--- config.mk ---
export PLATFORM = sky130hd
export DESIGN_NAME = pinmux_bank
export DESIGN_NICKNAME = d
export VERILOG_FILES = /design/src/rtl/pinmux_pkg.sv /design/src/rtl/pm_sync.sv /design/src/rtl/pm_ctl_reg.sv /design/src/rtl/pm_pad_drive.sv /design/src/rtl/pinmux_bank.sv
export SDC_FILE = /design/constraint.sdc
export NUM_CORES = 1
export LEC_CHECK = 0
export BUFFER_PORTS_ARGS = -buffer_cell sky130_fd_sc_hd__buf_2
export CORE_MARGIN = 2
export CORE_UTILIZATION = 45
export DETAILED_ROUTE_END_ITERATION = 8
export HOLD_SLACK_MARGIN = 0.12
export PLACE_DENSITY = 0.72
export SLEW_MARGIN = 30
export SYNTH_ARGS = -nofsm -noshare
export SYNTH_HDL_FRONTEND = slang
export SYNTH_SLANG_ARGS = --single-unit
--- constraint.sdc ---
create_clock -name clk -period 2.45 [get_ports clk]
set_input_delay 0.1225 -clock clk [delete_from_list [all_inputs] [get_ports clk]]
set_output_delay 0.1225 -clock clk [all_outputs]
set_load 0.005 [all_outputs]
--- src/rtl/pinmux_pkg.sv ---
package pinmux_pkg;

    localparam int NPIN   = 32;
    localparam int ADDR_W = 5;
    localparam int NCTL   = 6;
    localparam int IDX_W  = 3;

    typedef enum logic [IDX_W-1:0] {
        CTL_GPIO  = 3'd0,
        CTL_SELB  = 3'd1,
        CTL_OE    = 3'd2,
        CTL_DOUT  = 3'd3,
        CTL_PU    = 3'd4,
        CTL_OD    = 3'd5,
        CTL_LEVEL = 3'd6,
        CTL_NONE  = 3'd7
    } ctl_idx_e;

    typedef enum logic [1:0] {
        OP_SET  = 2'd0,
        OP_CLR  = 2'd1,
        OP_STAT = 2'd2,
        OP_RSVD = 2'd3
    } ctl_op_e;

    typedef struct packed {
        ctl_idx_e idx;
        ctl_op_e  op;
    } addr_dec_t;

    function automatic addr_dec_t decode_addr(input logic [ADDR_W-1:0] a);
        addr_dec_t d;
        d.idx = ctl_idx_e'(a[4:2]);
        d.op  = ctl_op_e'(a[1:0]);
        return d;
    endfunction

    // GPIO-enable and pull-up come out of reset set; the rest clear.
    function automatic logic ctl_rst_high(input int k);
        return (k == int'(CTL_GPIO)) || (k == int'(CTL_PU));
    endfunction

endpackage

--- src/rtl/pm_sync.sv ---
module pm_sync #(
    parameter int W = 32
) (
    input  logic         clk,
    input  logic [W-1:0] d,
    output logic [W-1:0] q
);
    logic [W-1:0] stage1;
    logic [W-1:0] stage2;

    always_ff @(posedge clk) begin
        stage1 <= d;
        stage2 <= stage1;
    end

    assign q = stage2;
endmodule

--- src/rtl/pm_ctl_reg.sv ---
module pm_ctl_reg #(
    parameter int           W       = 32,
    parameter logic [W-1:0] RST_VAL = '0
) (
    input  logic         clk,
    input  logic         rst,
    input  logic         set_en,
    input  logic         clr_en,
    input  logic [W-1:0] mask,
    output logic [W-1:0] q
);
    logic [W-1:0] set_m;
    logic [W-1:0] clr_m;

    assign set_m = set_en ? mask : '0;
    assign clr_m = clr_en ? mask : '0;

    always_ff @(posedge clk) begin
        if (rst) q <= RST_VAL;
        else     q <= (q | set_m) & ~clr_m;
    end
endmodule

--- src/rtl/pm_pad_drive.sv ---
module pm_pad_drive #(
    parameter int W = 32
) (
    input  logic [W-1:0] gpio_en,
    input  logic [W-1:0] sel_b,
    input  logic [W-1:0] oe,
    input  logic [W-1:0] dout,
    input  logic [W-1:0] od,
    input  logic [W-1:0] pa_out,
    input  logic [W-1:0] pa_oe,
    input  logic [W-1:0] pb_out,
    input  logic [W-1:0] pb_oe,
    output logic [W-1:0] pad_out,
    output logic [W-1:0] pad_oe
);
    for (genvar i = 0; i < W; i++) begin : g_pin
        logic src_o;
        logic src_e;
        assign src_o = gpio_en[i] ? dout[i] : (sel_b[i] ? pb_out[i] : pa_out[i]);
        assign src_e = gpio_en[i] ? oe[i]   : (sel_b[i] ? pb_oe[i]  : pa_oe[i]);
        // open-drain: never drive high, enable only to pull low
        assign pad_out[i] = src_o & ~od[i];
        assign pad_oe[i]  = src_e & ~(od[i] & src_o);
    end
endmodule

--- src/rtl/pinmux_bank.sv ---
module pinmux_bank
    import pinmux_pkg::*;
#(
    parameter int NP = pinmux_pkg::NPIN,
    parameter int AW = pinmux_pkg::ADDR_W
) (
    input  logic          clk,
    input  logic          rst,
    input  logic          bus_sel,
    input  logic          bus_wr,
    input  logic [AW-1:0] bus_addr,
    input  logic [NP-1:0] bus_wdata,
    output logic [NP-1:0] bus_rdata,
    input  logic [NP-1:0] pad_in,
    output logic [NP-1:0] pad_out,
    output logic [NP-1:0] pad_oe,
    output logic [NP-1:0] pad_pu,
    input  logic [NP-1:0] pa_out,
    input  logic [NP-1:0] pa_oe,
    input  logic [NP-1:0] pb_out,
    input  logic [NP-1:0] pb_oe,
    output logic [NP-1:0] periph_in
);
    localparam int NC = pinmux_pkg::NCTL;

    addr_dec_t     dec;
    logic          wr_go;
    logic          rd_go;
    logic [NP-1:0] ctl_q [NC];
    logic [NP-1:0] level_s;
    logic [NP-1:0] rd_val;

    logic [NP-1:0] gpio_en_q, selb_q, oe_q, dout_q, pu_q, od_q;

    assign dec   = decode_addr(bus_addr);
    assign wr_go = bus_sel &&  bus_wr;
    assign rd_go = bus_sel && !bus_wr;

    for (genvar k = 0; k < NC; k++) begin : g_ctl
        localparam logic [NP-1:0] RV = ctl_rst_high(k) ? '1 : '0;
        logic s_en, c_en;
        assign s_en = wr_go && (dec.op == OP_SET) && (dec.idx == ctl_idx_e'(k));
        assign c_en = wr_go && (dec.op == OP_CLR) && (dec.idx == ctl_idx_e'(k));
        pm_ctl_reg #(.W(NP), .RST_VAL(RV)) u_reg (
            .clk    (clk),
            .rst    (rst),
            .set_en (s_en),
            .clr_en (c_en),
            .mask   (bus_wdata),
            .q      (ctl_q[k])
        );
    end

    assign gpio_en_q = ctl_q[CTL_GPIO];
    assign selb_q    = ctl_q[CTL_SELB];
    assign oe_q      = ctl_q[CTL_OE];
    assign dout_q    = ctl_q[CTL_DOUT];
    assign pu_q      = ctl_q[CTL_PU];
    assign od_q      = ctl_q[CTL_OD];

    pm_sync #(.W(NP)) u_sync (
        .clk (clk),
        .d   (pad_in),
        .q   (level_s)
    );

    pm_pad_drive #(.W(NP)) u_drive (
        .gpio_en (gpio_en_q),
        .sel_b   (selb_q),
        .oe      (oe_q),
        .dout    (dout_q),
        .od      (od_q),
        .pa_out  (pa_out),
        .pa_oe   (pa_oe),
        .pb_out  (pb_out),
        .pb_oe   (pb_oe),
        .pad_out (pad_out),
        .pad_oe  (pad_oe)
    );

    always_comb begin
        rd_val = '0;
        if (dec.op == OP_STAT) begin
            case (dec.idx)
                CTL_GPIO:  rd_val = gpio_en_q;
                CTL_SELB:  rd_val = selb_q;
                CTL_OE:    rd_val = oe_q;
                CTL_DOUT:  rd_val = dout_q;
                CTL_PU:    rd_val = pu_q;
                CTL_OD:    rd_val = od_q;
                CTL_LEVEL: rd_val = level_s;
                default:   rd_val = '0;
            endcase
        end
    end

    always_ff @(posedge clk) begin
        if (rst)        bus_rdata <= '0;
        else if (rd_go) bus_rdata <= rd_val;
        else            bus_rdata <= '0;
    end

    assign pad_pu    = pu_q;
    assign periph_in = level_s;
endmodule

==> summary.md, run 1 <==
| Metric | Value |
|---|---|
| Die Area | roughly 30000 um2 |
| Top cell by count, worst path | dlygate4sd3_1 |
| Rows | 61 |
| DR vias | approximately 13000 |
| Actual slew at the worst max-slew pin | 1.01 ns |
| WP data required | between 2 and 3 ns |
| Worst Hold Class | in -> reg |
| Non-filler cells, final | around 2100 |
| Fin crit period | around 2.1 ns |
| Slowest-stage cell, CP | dlygate4sd3_1 |
| CTS root buffer | clkbuf_16 |
| CP max FO | 34 |
| Global-route wire length before repair | between 60000 and 70000 um |
| Vias in the first global route | 12027 |
| Synth cell types | 32 |
| Residual DRC count | 0 |
| GR Util All Layers | 0.279 |
| Fin util | 0.598 |
| DP Area | 14700 um2 |
| Synth Cell Area | ~13000 um2 |
| Setup violations, final | 0 |
| Via density | 6.11 |
| Post-Layout Inst Area | between 15000 and 20000 um2 |
| Crit path buffers/inverters | 4 |
| RSZ-0062 raised after global routing | false |
| WP data arrival | 2.63 ns |
| Nets | around 1900 |
| Post-synthesis simple-gate area fraction | 0.0603 |
| Layout area overhead | 30.9% |
| Synthesis Warnings | 0 |
| Die height | around 170 um |
| Port Buffers | 360 |
| Synth Area in Compound Gates | 0.324 |
| Post-synthesis mux area share | 0.109 |
| Mapped Cells | roughly 1300 |
| DR WL/cell | between 20 and 25 um |
| Worst Path Class, Setup | in -> reg |
| # fillers | about 2400 |
| Overall power | about 0.011 W |
| CTS tree | built |
| Number of synthesized register bits | roughly 290 |
| VDD IR max | approximately 0.00057 V |
| Syn Area/Cell | roughly 9.5 um2 |
| CTS buffer count | 31 |
| Fin crit share | 0.867 |
| Placed Instances | about 2000 |
| Power per cell area | roughly 640 nW/um2 |
| Register area share after synthesis | 0.456 |
| Dpl hpwl | ~27000 um |
| Largest net degree at the start of global routing | 128 |
| Skew final | around 0.017 ns |
| Final Hold Violating Endpoints | 0 |
| CTS Buffer Depth | 3 |
| Skew-Pair Late Insertion Delay | 0.56 ns |
| Syn_nets | roughly 1500 |
| Startpoint type of the worst setup path | primary input |
| Max Slew Vio Count | 0 |
| Post-Route WL | around 43000 um |
| Final antenna-violating net count | 0 |
| CP delay by family, top | buffers and inverters |
| Pre-antenna DRT Iters | 6 |
| Global route overflow | 0 |
| Die X-Extent | around 170 um |
| CTS H-tree lvls | 1 |
| Largest stage delay on the critical path | ~0.59 ns |
| Largest family of logic cells by synthesized area | compound AO/OA/AOI/OAI gates |
| Status | complete, no violations |
| Share of post-route cells with drive strength above 1 | 0.288 |
| Top Ports | 361 |
| Synth Area in Adders | 0 |
| Leak Pwr | between 6 and 7 nW |
| Clk sinks | 288 |
| Crit-path cells | dlygate4sd3_1 -> buf_2 -> nand4bb_4 -> nor3_4 -> buf_4 -> a211oi_1 -> a31oi_1 -> dlygate4sd3_1 |
| Highest clock rate | ~470 MHz |
| Worst Setup End Kind | flip-flop |
| Max transition margin | 0.327 |
| Setup TNS | 0 ns |
| Initial core utilization | 0.457 |
| Post-synthesis xor/xnor area fraction | 0 |
| Clk slew on worst S/H paths | around 0.060 ns |
| Routability cong. | 0.787 |
| Maxcap violations | 0 |
| Initial DRC count | approximately 1300 |
| Core footprint | between 20000 and 30000 um2 |
| Initial antenna violation count | 6 |
-- placed cells by master, fill, tap and decap left out, drive strengths merged, types with 3 or more instances in the layout --
| master | count |
|---|---|
| a211o | 33 |
| a211oi | 29 |
| a21o | 6 |
| a21oi | 220 |
| a311oi | 154 |
| a31oi | 60 |
| a32oi | 31 |
| a41oi | 31 |
| buf | 391 |
| bufinv | 3 |
| clkbuf | 47 |
| clkinv | 5 |
| dfxtp | 288 |
| diode | 4 |
| dlygate4sd3 | 76 |
| inv | 3 |
| mux2 | 31 |
| mux2i | 103 |
| nand2 | 70 |
| nand2b | 6 |
| nand3 | 4 |
| nor2 | 39 |
| nor2b | 35 |
| o21ai | 33 |
-- kinds of logic (layout without fill, tap and decap cells) --
group | count (synthesis) | count (layout)
multiplexers | 134 | 134
buffers and inverters | 158 | 526
AND/OR/NAND/NOR | 160 | 160
flip-flops | 288 | 288
other | 0 | 4
AO/OA/AOI/OAI | 598 | 598
-- cells in the mapped netlist (all sizes together) --
cell     number  share of area
dfxtp       288           0.46
a21oi       220          0.087
a311oi      154           0.11
clkbuf      119          0.035
mux2i       103          0.081
nand2        70          0.021
a31oi        60          0.030
nor2         39          0.012
buf          37          0.016
nor2b        35          0.017
a211o        33          0.023
o21ai        33          0.013
a32oi        31          0.021
a41oi        31          0.021
mux2         31          0.028
a211oi       29          0.017
a21o          6         0.0036
nand2b        6         0.0030
nand3         4         0.0016
nor3          2         0.0017
and4b         1        0.00079
clkinv        1        0.00030
inv           1        0.00030
nand4bb       1         0.0022
nor3b         1        0.00059
o32a          1        0.00079
or2           1        0.00049
-- path summary, 6_finish.rpt --
path	startpoint	end	slack [ns]	depth (start not counted)
setup / recovery	bus_addr[1]	g_ctl[0].u_reg.q[5]	0.33	8
hold / removal	bus_addr[3]	bus_rdata[8]	0.18	3
setup reg to reg	g_ctl[0].u_reg.q[31]	g_ctl[0].u_reg.q[31]	1.08	3
hold reg to reg	u_sync.stage1[5]	u_sync.q[5]	0.32	0
-- worst reg2reg max path, stage by stage, from the launching register on --
cell and delay, ns:
dfxtp_1 0.37, a211oi_1 0.25, a31oi_1 0.06, dlygate4sd3_1 0.57
-- power breakdown --
group / switching, W / internal (W)
logic: 0.000540 / 0.000394
clock network: 0.00191 / 0.00301
registers: 0.0000481 / 0.00476
-- timing repair --
| item | CTS | global route |
|---|---|---|
| gates resized for setup | 0 | 0 |
| hold buffers | 76 | 0 |
| buffers inserted | 0 | 0 |
| hold endpoints to repair | 231 | 0 |
-- layout make-up --
class | count | area (um2) | share of cell area
multi-input cells | 892 | 6310 | 0.381
clock inverters | 10 | 131 | 0.00793
well taps | 378 | 473 | 0.0285
repair buffers | 467 | 2910 | 0.175
clock buffers | 47 | 966 | 0.0583
inverters | 2 | 7.51 | 0.000453
flip-flops and latches | 288 | 5770 | 0.348
diodes | 4 | 10.0 | 0.000604
-- per-stage QoR --
stage	setup WS [ns]	hold WS [ns]
floorplan	1.07	0.150
global placement	0.619	0.224
detailed placement	0.567	0.226
CTS	0.369	0.170
global route	0.234	0.186
finish	0.326	0.185
-- flip-flops by register name, summed over array words and instances, names as in the netlist --
signal	cells
g_ctl.u_reg.q	192
bus_rdata	32
u_sync.q	32
u_sync.stage1	32
-- layer usage --
layer,track usage,share of wire,up-vias
li1,-,-,5950
met1,0.362,0.40,5962
met2,0.463,0.47,743
met3,0.0619,0.10,96
met4,0.0825,0.024,4
met5,0,0.00063,-
Note: power is estimated with default switching activity, not from simulation.
==> inputs of run 2 (changes only) <==
PLACE_DENSITY = 0.71   (was 0.72)
SYNTH_HIERARCHICAL = 1   (was not set)
==> run 2 against run 1 <==
Compared with the run above:
- design area up 5.5%
- non-clock buffer count up 1
- area after synthesis up 6.4%
- sequential cell count unchanged
- critical endpoint is now g_ctl[4].u_reg/q[30]
- largest cell class unchanged
==> summary.md, run 2 <==
| Metric | Value |
|---|---|
| Max reg flops | 192 (unchanged) |
| Max transition margin | 0.481 (+0.153) |
| Via density | 6.03 (-1.2%) |
| Die X-Extent | 177 um (+3.1%) |
| Fin util | 0.591 (-0.00670) |
| Synth top area cells | dfxtp_1 43%, a211oi_2 14%, a21oi_1 5.9% |
| CTS buffer count | 34 (+9.7%) |
| Synthesis Warnings | 6 (+6) |
| Pre-antenna DRT Iters | 6 (unchanged) |
| Status | complete, no violations |
| CP max FO | 23 (-32%) |
| Setup TNS | 0 ns (unchanged) |
| Skew-Pair Late Insertion Delay | 0.51 ns (-0.05 ns) |
| Mapped Cells | 1310 (-2.1%) |
| Layout area overhead | 29.9% |
| Final antenna-violating net count | 0 (unchanged) |
| Synth top area share | 0.428 (-0.0272) |
| Residual DRC count | 0 (unchanged) |
| Post-Route WL | 46500 um (+8.2%) |
| Syn_nets | 1511 (-1.8%) |
| DR WL/cell | 21.8 um (+5.7%) |
| Power per cell area | 628 nW/um2 (-2.4%) |
| Worst Setup End Kind | flip-flop |
| DR vias | 12892 (+1.1%) |
| Global-route wire length before repair | 69800 um (+7.1%) |
| Die height | 177 um (+3.1%) |
| Asr flop ratio synth | 0 (unchanged) |
| Worst Hold Class | in -> reg |
| Clk sinks | 288 (unchanged) |
| Register area share after synthesis | 0.428 (-0.0272) |
| Worst Path Class, Setup | in -> reg |
| Max Slew Vio Count | 0 (unchanged) |
| Synth cell types | 38 (+19%) |
| Startpoint type of the worst setup path | primary input |
| WP data arrival | 2.70 ns (+0.07 ns) |
| Highest clock rate | 444 MHz (-5.6%) |
| Clk slew on worst S/H paths | 0.06 ns (about the same) |
| RSZ-0062 raised after global routing | false |
| Most common cell in the synthesized netlist | dfxtp_1 |
| Vias in the first global route | 12538 (+4.2%) |
| Initial core utilization | 0.455 (-0.00144) |
| VDD IR max | 0.000487 V (-15%) |
| Largest net degree at the start of global routing | 121 (-5.5%) |
| Number of synthesized register bits | 288 (unchanged) |
| Syn Area/Cell | 10.3 um2 (+8.6%) |
| Final Hold Violating Endpoints | 0 (unchanged) |
| Most frequent cells in the layout | 357 x buf_2, 288 x dfxtp_1, 159 x a21oi_1, 152 x a211oi_2, 74 x a31oi_1 |
| Top Ports | 361 (unchanged) |
| Post-synth top area cell | dfxtp_1 |
| Biggest register | g_ctl.u_reg/q |
| Global route overflow | 0 (unchanged) |
| Port Buffers | 360 (unchanged) |
| CTS Buffer Depth | 3 (unchanged) |
| Dpl hpwl | 30000 um (+9.6%) |
| Fin crit share | 0.919 (+0.0517) |
| Share of post-route cells with drive strength above 1 | 0.393 (+0.104) |
| Post-synth top cells | 288 x dfxtp_1, 159 x a21oi_1, 152 x a211oi_2 |
| CTS root buffer | clkbuf_16 |
| Core footprint | 29600 um2 (+6.7%) |
| Synth Cell Area | 13500 um2 (+6.4%) |
| CTS H-tree lvls | 2 (+1) |
| Actual slew at the worst max-slew pin | 0.778 ns (-0.228 ns) |
| Top FF cell, synth | dfxtp_1 |
| Rows | 63 (+3.3%) |
| Post-synth EDFFs | 0 (unchanged) |
| Nets | 1920 (+2.0%) |
| Setup violations, final | 0 (unchanged) |
| Maxcap violations | 0 (unchanged) |
| Initial antenna violation count | 8 (+2) |
| Commonest non-fill, non-tap cell in the layout | buf_2 |
| Skew final | 0.0199 ns (+0.00293 ns) |
| CTS tree | built |
| Initial DRC count | 997 (-23%) |
| Routability cong. | 0.840 (+6.8%) |
| Fin crit period | 2.25 ns (+0.127 ns) |
| GR Util All Layers | 0.285 (+0.00629) |
| Leak Pwr | 6.84 nW (+8.5%) |
| Die Area | 31300 um2 (+6.2%) |
| WP data required | 2.90 ns (-0.06 ns) |
run 2: cell count changes after synthesis, moves of 35 or more:
cell,delta
a311oi_1,-154
a211oi_2,+152
nor3_1,+35
a21oi_1,-61
mux2i_1,-39
a211oi_1,+44
clkbuf_1,-103
run 2: kinds of logic (layout without fill, tap and decap cells):
kind of cell	Yosys count	in the layout	share of synthesized area
AOI/OAI and AO/OA	585	585	0.350
DFF	288	288	0.428
and+or+nand+nor	210	210	0.0805
buffers and inverters	131	565	0.0606
muxes	96	96	0.0805
other	0	3	0
run 2: metrics by stage:
| step | hold WS [ns] | cells | cell area [um2] | power, W | setup WS, ns |
|---|---|---|---|---|---|
| 2_1_floorplan | 0.150 | 1310 | 13500 | 0.00526 | 0.783 |
| 3_3_place_gp | 0.225 | 2003 | 15500 | 0.00567 | 0.620 |
| 3_5_place_dp | 0.226 | 2004 | 15600 | 0.00569 | 0.591 |
| 4_1_cts | 0.133 | 2134 | 17500 | 0.0110 | 0.161 |
| 5_1_grt | 0.132 | 2134 | 17500 | 0.0113 | 0.0869 |
| 6_report | 0.102 | 2137 | 17500 | 0.0110 | 0.199 |
run 2: final timing paths:
kind / from / endpoint / slack (ns) / cells after the start
max: bus_addr[4] / g_ctl[4].u_reg/q[30] / 0.20 / 9
min: bus_addr[4] / bus_rdata[8] / 0.10 / 4
max reg2reg: g_ctl[4].u_reg/q[30] / g_ctl[4].u_reg/q[30] / 0.63 / 4
min reg2reg: u_sync/stage1[13] / u_sync/q[13] / 0.33 / 0
run 2: critical path, cell delays in order:
cell	delay, ns
buf_6	0.20
inv_2	0.15
or3_1	0.46
nor3_2	0.19
buf_4	0.22
a211oi_1	0.09
dlygate4sd3_1	0.57
a31oi_1	0.13
dlygate4sd3_1	0.56
run 2: report_power, final:
group | internal, W | switching [W]
registers | 0.00476 | 0.0000469
logic | 0.000369 | 0.000513
clock network | 0.00330 | 0.00200
run 2: cell type report:
cell class                 count  area, um2
inverter                      36        135
clock buffer                  55       1140
fill                        2532      12100
multi-input combinational    891       6980
tap                          390        488
timing repair buffer         468       2900
sequential                   288       5770
clock inverter                 6       65.1
antenna                        3       7.51
run 2: timing repair:
| action | CTS | global route |
|---|---|---|
| setup buffers | 0 | 0 |
| hold buffers | 69 | 0 |
| endpoints found under the setup margin | 0 | 1 |
| resized for setup | 0 | 1 |
| hold endpoints to repair | 226 | 0 |
run 2: layer usage:
layer  up-vias  track usage  part of all wire
met5         -            0            0.0011
met4         8        0.110             0.036
met3       129       0.0500             0.076
met2       633        0.480              0.47
met1      6205        0.362              0.42
li1       5917            -                 -
==> inputs of run 3 (changes only) <==
REMOVE_ABC_BUFFERS = 1   (was not set)
==> run 3 against run 2 <==
Compared with the run above:
- non-clock buffer count shrank 8
- sequential share of layout area grew 0.42 points
- first-iteration DRC count grew 9.9%
- power shrank 2.5%
- global-route usage shrank 0.91 points
- clock power shrank 5.1%
- critical path depth shrank 1
- sequential power is essentially flat
- clock skew shrank 0.011 ns
- combinational power is essentially flat
- design area shrank 1.2%
- wire length shrank 3.0%
- critical endpoint is now g_ctl[1].u_reg/q[26]
==> summary.md, run 3 (synthesis results as in run 2) <==
| Metric | Value |
|---|---|
| CTS tree | built |
| Slowest-stage cell, CP | dlygate4sd3_1 |
| Residual DRC count | 0 (unchanged) |
| Initial DRC count | 1096 (+9.9%) |
| Register area | 5770 um2 (unchanged) |
| Switching pwr | 0.00254 W (-0.96%) |
| Post-Layout Inst Area | 17300 um2 (-1.2%) |
| Commonest non-fill, non-tap cell in the layout | buf_2 |
| Highest clock rate | 434 MHz (-2.2%) |
| Largest net degree at the start of global routing | 122 (+0.83%) |
| Worst Path Class, Setup | in -> reg |
| Dpl ws | 0.457 ns (-0.134 ns) |
| Worst Hold Class | in -> reg |
| Fin util | 0.584 (-0.00737) |
| Setup violations, final | 0 (unchanged) |
| Reg2Reg Setup Slack | 0.80 ns (+0.17 ns) |
| Die height | 177 um (unchanged) |
| Hold Path Origin | bus_wr |
| Setup TNS | 0 ns (unchanged) |
| Overall power | 0.0107 W (-2.5%) |
| Global route overflow | 0 (unchanged) |
| Combinational share of power | 0.082 (+0.002) |
| Dpl hpwl | 29000 um (-3.3%) |
| Vias in the first global route | 12093 (-3.5%) |
| Routability cong. | 0.815 (-3.0%) |
| WHS Path Cells | 5 (+1) |
| Pre-antenna DRT Iters | 9 (+3) |
| Initial core utilization | 0.455 (unchanged) |
| Pint | 0.00818 W (-2.9%) |
| Hold endpoint | bus_rdata[26] |
| # fillers | 2508 (-0.95%) |
| Sequential Power Share | 0.448 (+0.011) |
| CTS root buffer | clkbuf_16 |
| CTS H-tree lvls | 1 (-1) |
| Via density | 5.96 (-1.2%) |
| Worst Setup End Kind | flip-flop |
| Most frequent cells in the layout | 357 x buf_2, 288 x dfxtp_1, 159 x a21oi_1, 152 x a211oi_2, 74 x a31oi_1 |
| Leak Pwr | 6.73 nW (-1.6%) |
| Layout area overhead | 28.3% |
| Cells on worst reg2reg path | 4 (unchanged) |
| Rows | 63 (unchanged) |
| Biggest register | g_ctl.u_reg/q |
| Share of post-route cells with drive strength above 1 | 0.389 (-0.00398) |
| DP Area | 15500 um2 (-0.51%) |
| VDD IR max | 0.000655 V (+35%) |
| Multi-input gate area | 6980 um2 (about the same) |
| Core footprint | 29600 um2 (unchanged) |
| Reg-to-reg critical path startpoint | g_ctl[0].u_reg/q[13] |
| Die Area | 31300 um2 (unchanged) |
| Maxcap violations | 0 (unchanged) |
| CTS Buffer Depth | 3 (unchanged) |
| CP delay by family, top | buffers and inverters |
| # Post-CTS Setup Buffers | 0 (unchanged) |
| Worst flop-to-flop path endpoint | bus_rdata[13] |
| Skew final | 0.00896 ns (-0.0109 ns) |
| Crit-path cells | dlygate4sd3_1 -> buf_4 -> or3_1 -> nor2_4 -> buf_4 -> a21oi_1 -> a211oi_1 -> dlygate4sd3_1 |
| Startpoint type of the worst setup path | primary input |
| Initial antenna violation count | 0 (-8) |
| DR vias | 12646 (-1.9%) |
| CTS buffer count | 31 (-8.8%) |
| Power per cell area | 621 nW/um2 (-1.2%) |
| DR WL/cell | 21.3 um (-2.3%) |
| Status | complete, no violations |
| Global-route wire length before repair | 68100 um (-2.5%) |
| Die X-Extent | 177 um (unchanged) |
| Sw Share | 0.237 (+0.00358) |
| CP max FO | 17 (-26%) |
| Skew-Pair Late Insertion Delay | 0.56 ns (+0.05 ns) |
| Clk slew on worst S/H paths | 0.07 ns (about the same) |
| WP data required | 2.95 ns (+0.05 ns) |
| Actual slew at the worst max-slew pin | 0.872 ns (+0.0940 ns) |
| Nets | 1909 (-0.57%) |
| Post-Route WL | 45100 um (-3.0%) |
| Number of antenna diodes | 0 (-3) |
| Final Hold Violating Endpoints | 0 (unchanged) |
| Fin crit period | 2.30 ns (+0.0515 ns) |
| Max transition margin | 0.417 (-0.0633) |
| Final WS setup | 0.148 ns (-0.0515 ns) |
| RSZ-0062 raised after global routing | false |
| Top Ports | 361 (unchanged) |
| Crit path buffers/inverters | 4 (-1) |
| Clock Power Share | 0.470 (-0.012) |
| GR Util All Layers | 0.276 (-0.00913) |
| Final antenna-violating net count | 0 (unchanged) |
| Clk sinks | 288 (unchanged) |
| Largest stage delay on the critical path | 0.59 ns (+0.02 ns) |
| Fin crit share | 0.940 (+0.0210) |
| WP data arrival | 2.80 ns (+0.10 ns) |
| Max reg flops | 192 (unchanged) |
| Port Buffers | 360 (unchanged) |
| Max Slew Vio Count | 0 (unchanged) |
run 3: cell count changes in the layout (fill, tap and decap cells not counted), moves of 2 or more:
| cell | before | now |
|---|---|---|
| clkinv_2 | 2 | 7 |
| buf_4 | 32 | 29 |
| diode_2 | 3 | 0 |
| bufinv_16 | 1 | 6 |
| clkbuf_8 | 16 | 5 |
| clkinv_4 | 2 | 0 |
| clkinvlp_4 | 1 | 4 |
| clkbuf_16 | 37 | 31 |
| buf_6 | 2 | 0 |
run 3: repair_timing:
action                     in CTS  in global routing
hold endpoints to repair      230                  0
resized for setup               0                  0
setup endpoints to repair       0                  0
hold buffers                   68                  0
run 3: routing by layer:
layer | GRT usage | wire [um] | share of wire | vias up
li1 | - | - | - | 5879
met1 | 0.345 | 18500 | 0.41 | 6099
met2 | 0.480 | 22000 | 0.49 | 573
met3 | 0.0423 | 3180 | 0.071 | 95
met4 | 0.0957 | 1420 | 0.032 | 0
met5 | 0 | 0 | 0 | -
run 3: area by class of cell:
| class | count | area share |
|---|---|---|
| Timing Repair Buffer | 460 | 0.162 |
| Inverter | 36 | 0.00783 |
| Tap cell | 390 | 0.0283 |
| Clock buffer | 38 | 0.0488 |
| Clock inverter | 18 | 0.0147 |
| Multi-Input combinational cell | 891 | 0.404 |
| Sequential cell | 288 | 0.334 |
run 3: worst max path at each step:
stage                startpoint                    to  slack, ns  cells past startpoint
floorplan           bus_addr[2]  g_ctl[5].u_reg/q[26]      -1.24                      3
global placement    bus_addr[1]   g_ctl[2].u_reg/q[6]       0.51                      7
detailed placement  bus_addr[1]  g_ctl[2].u_reg/q[26]       0.46                      7
CTS                 bus_addr[4]  g_ctl[1].u_reg/q[26]       0.21                      8
global route        bus_addr[4]  g_ctl[1].u_reg/q[26]       0.07                      8
finish              bus_addr[4]  g_ctl[1].u_reg/q[26]       0.15                      8
run 3: power groups by stage:
stage | logic (W) | clock network, W | registers (W)
2_1_floorplan | 0.000234 | 0 | 0.00489
5_1_grt | 0.000942 | 0.00528 | 0.00480
3_5_place_dp | 0.000786 | 0 | 0.00490
3_3_place_gp | 0.000768 | 0 | 0.00490
6_report | 0.000881 | 0.00503 | 0.00480
4_1_cts | 0.000872 | 0.00509 | 0.00480
run 3: worst register-to-register path, cell delays in order, from the launching register on:
cell and delay [ns]:
dfxtp_1 0.35, mux4_2 0.45, nor2_1 0.10, a211oi_1 0.06
dlygate4sd3_1 0.58
run 3: through the flow:
stage,hold slack (ns),instances
finish,0.165,2121
global route,0.166,2121
CTS,0.138,2121
detailed placement,0.226,1997
global placement,0.224,1997
floorplan,0.150,1215
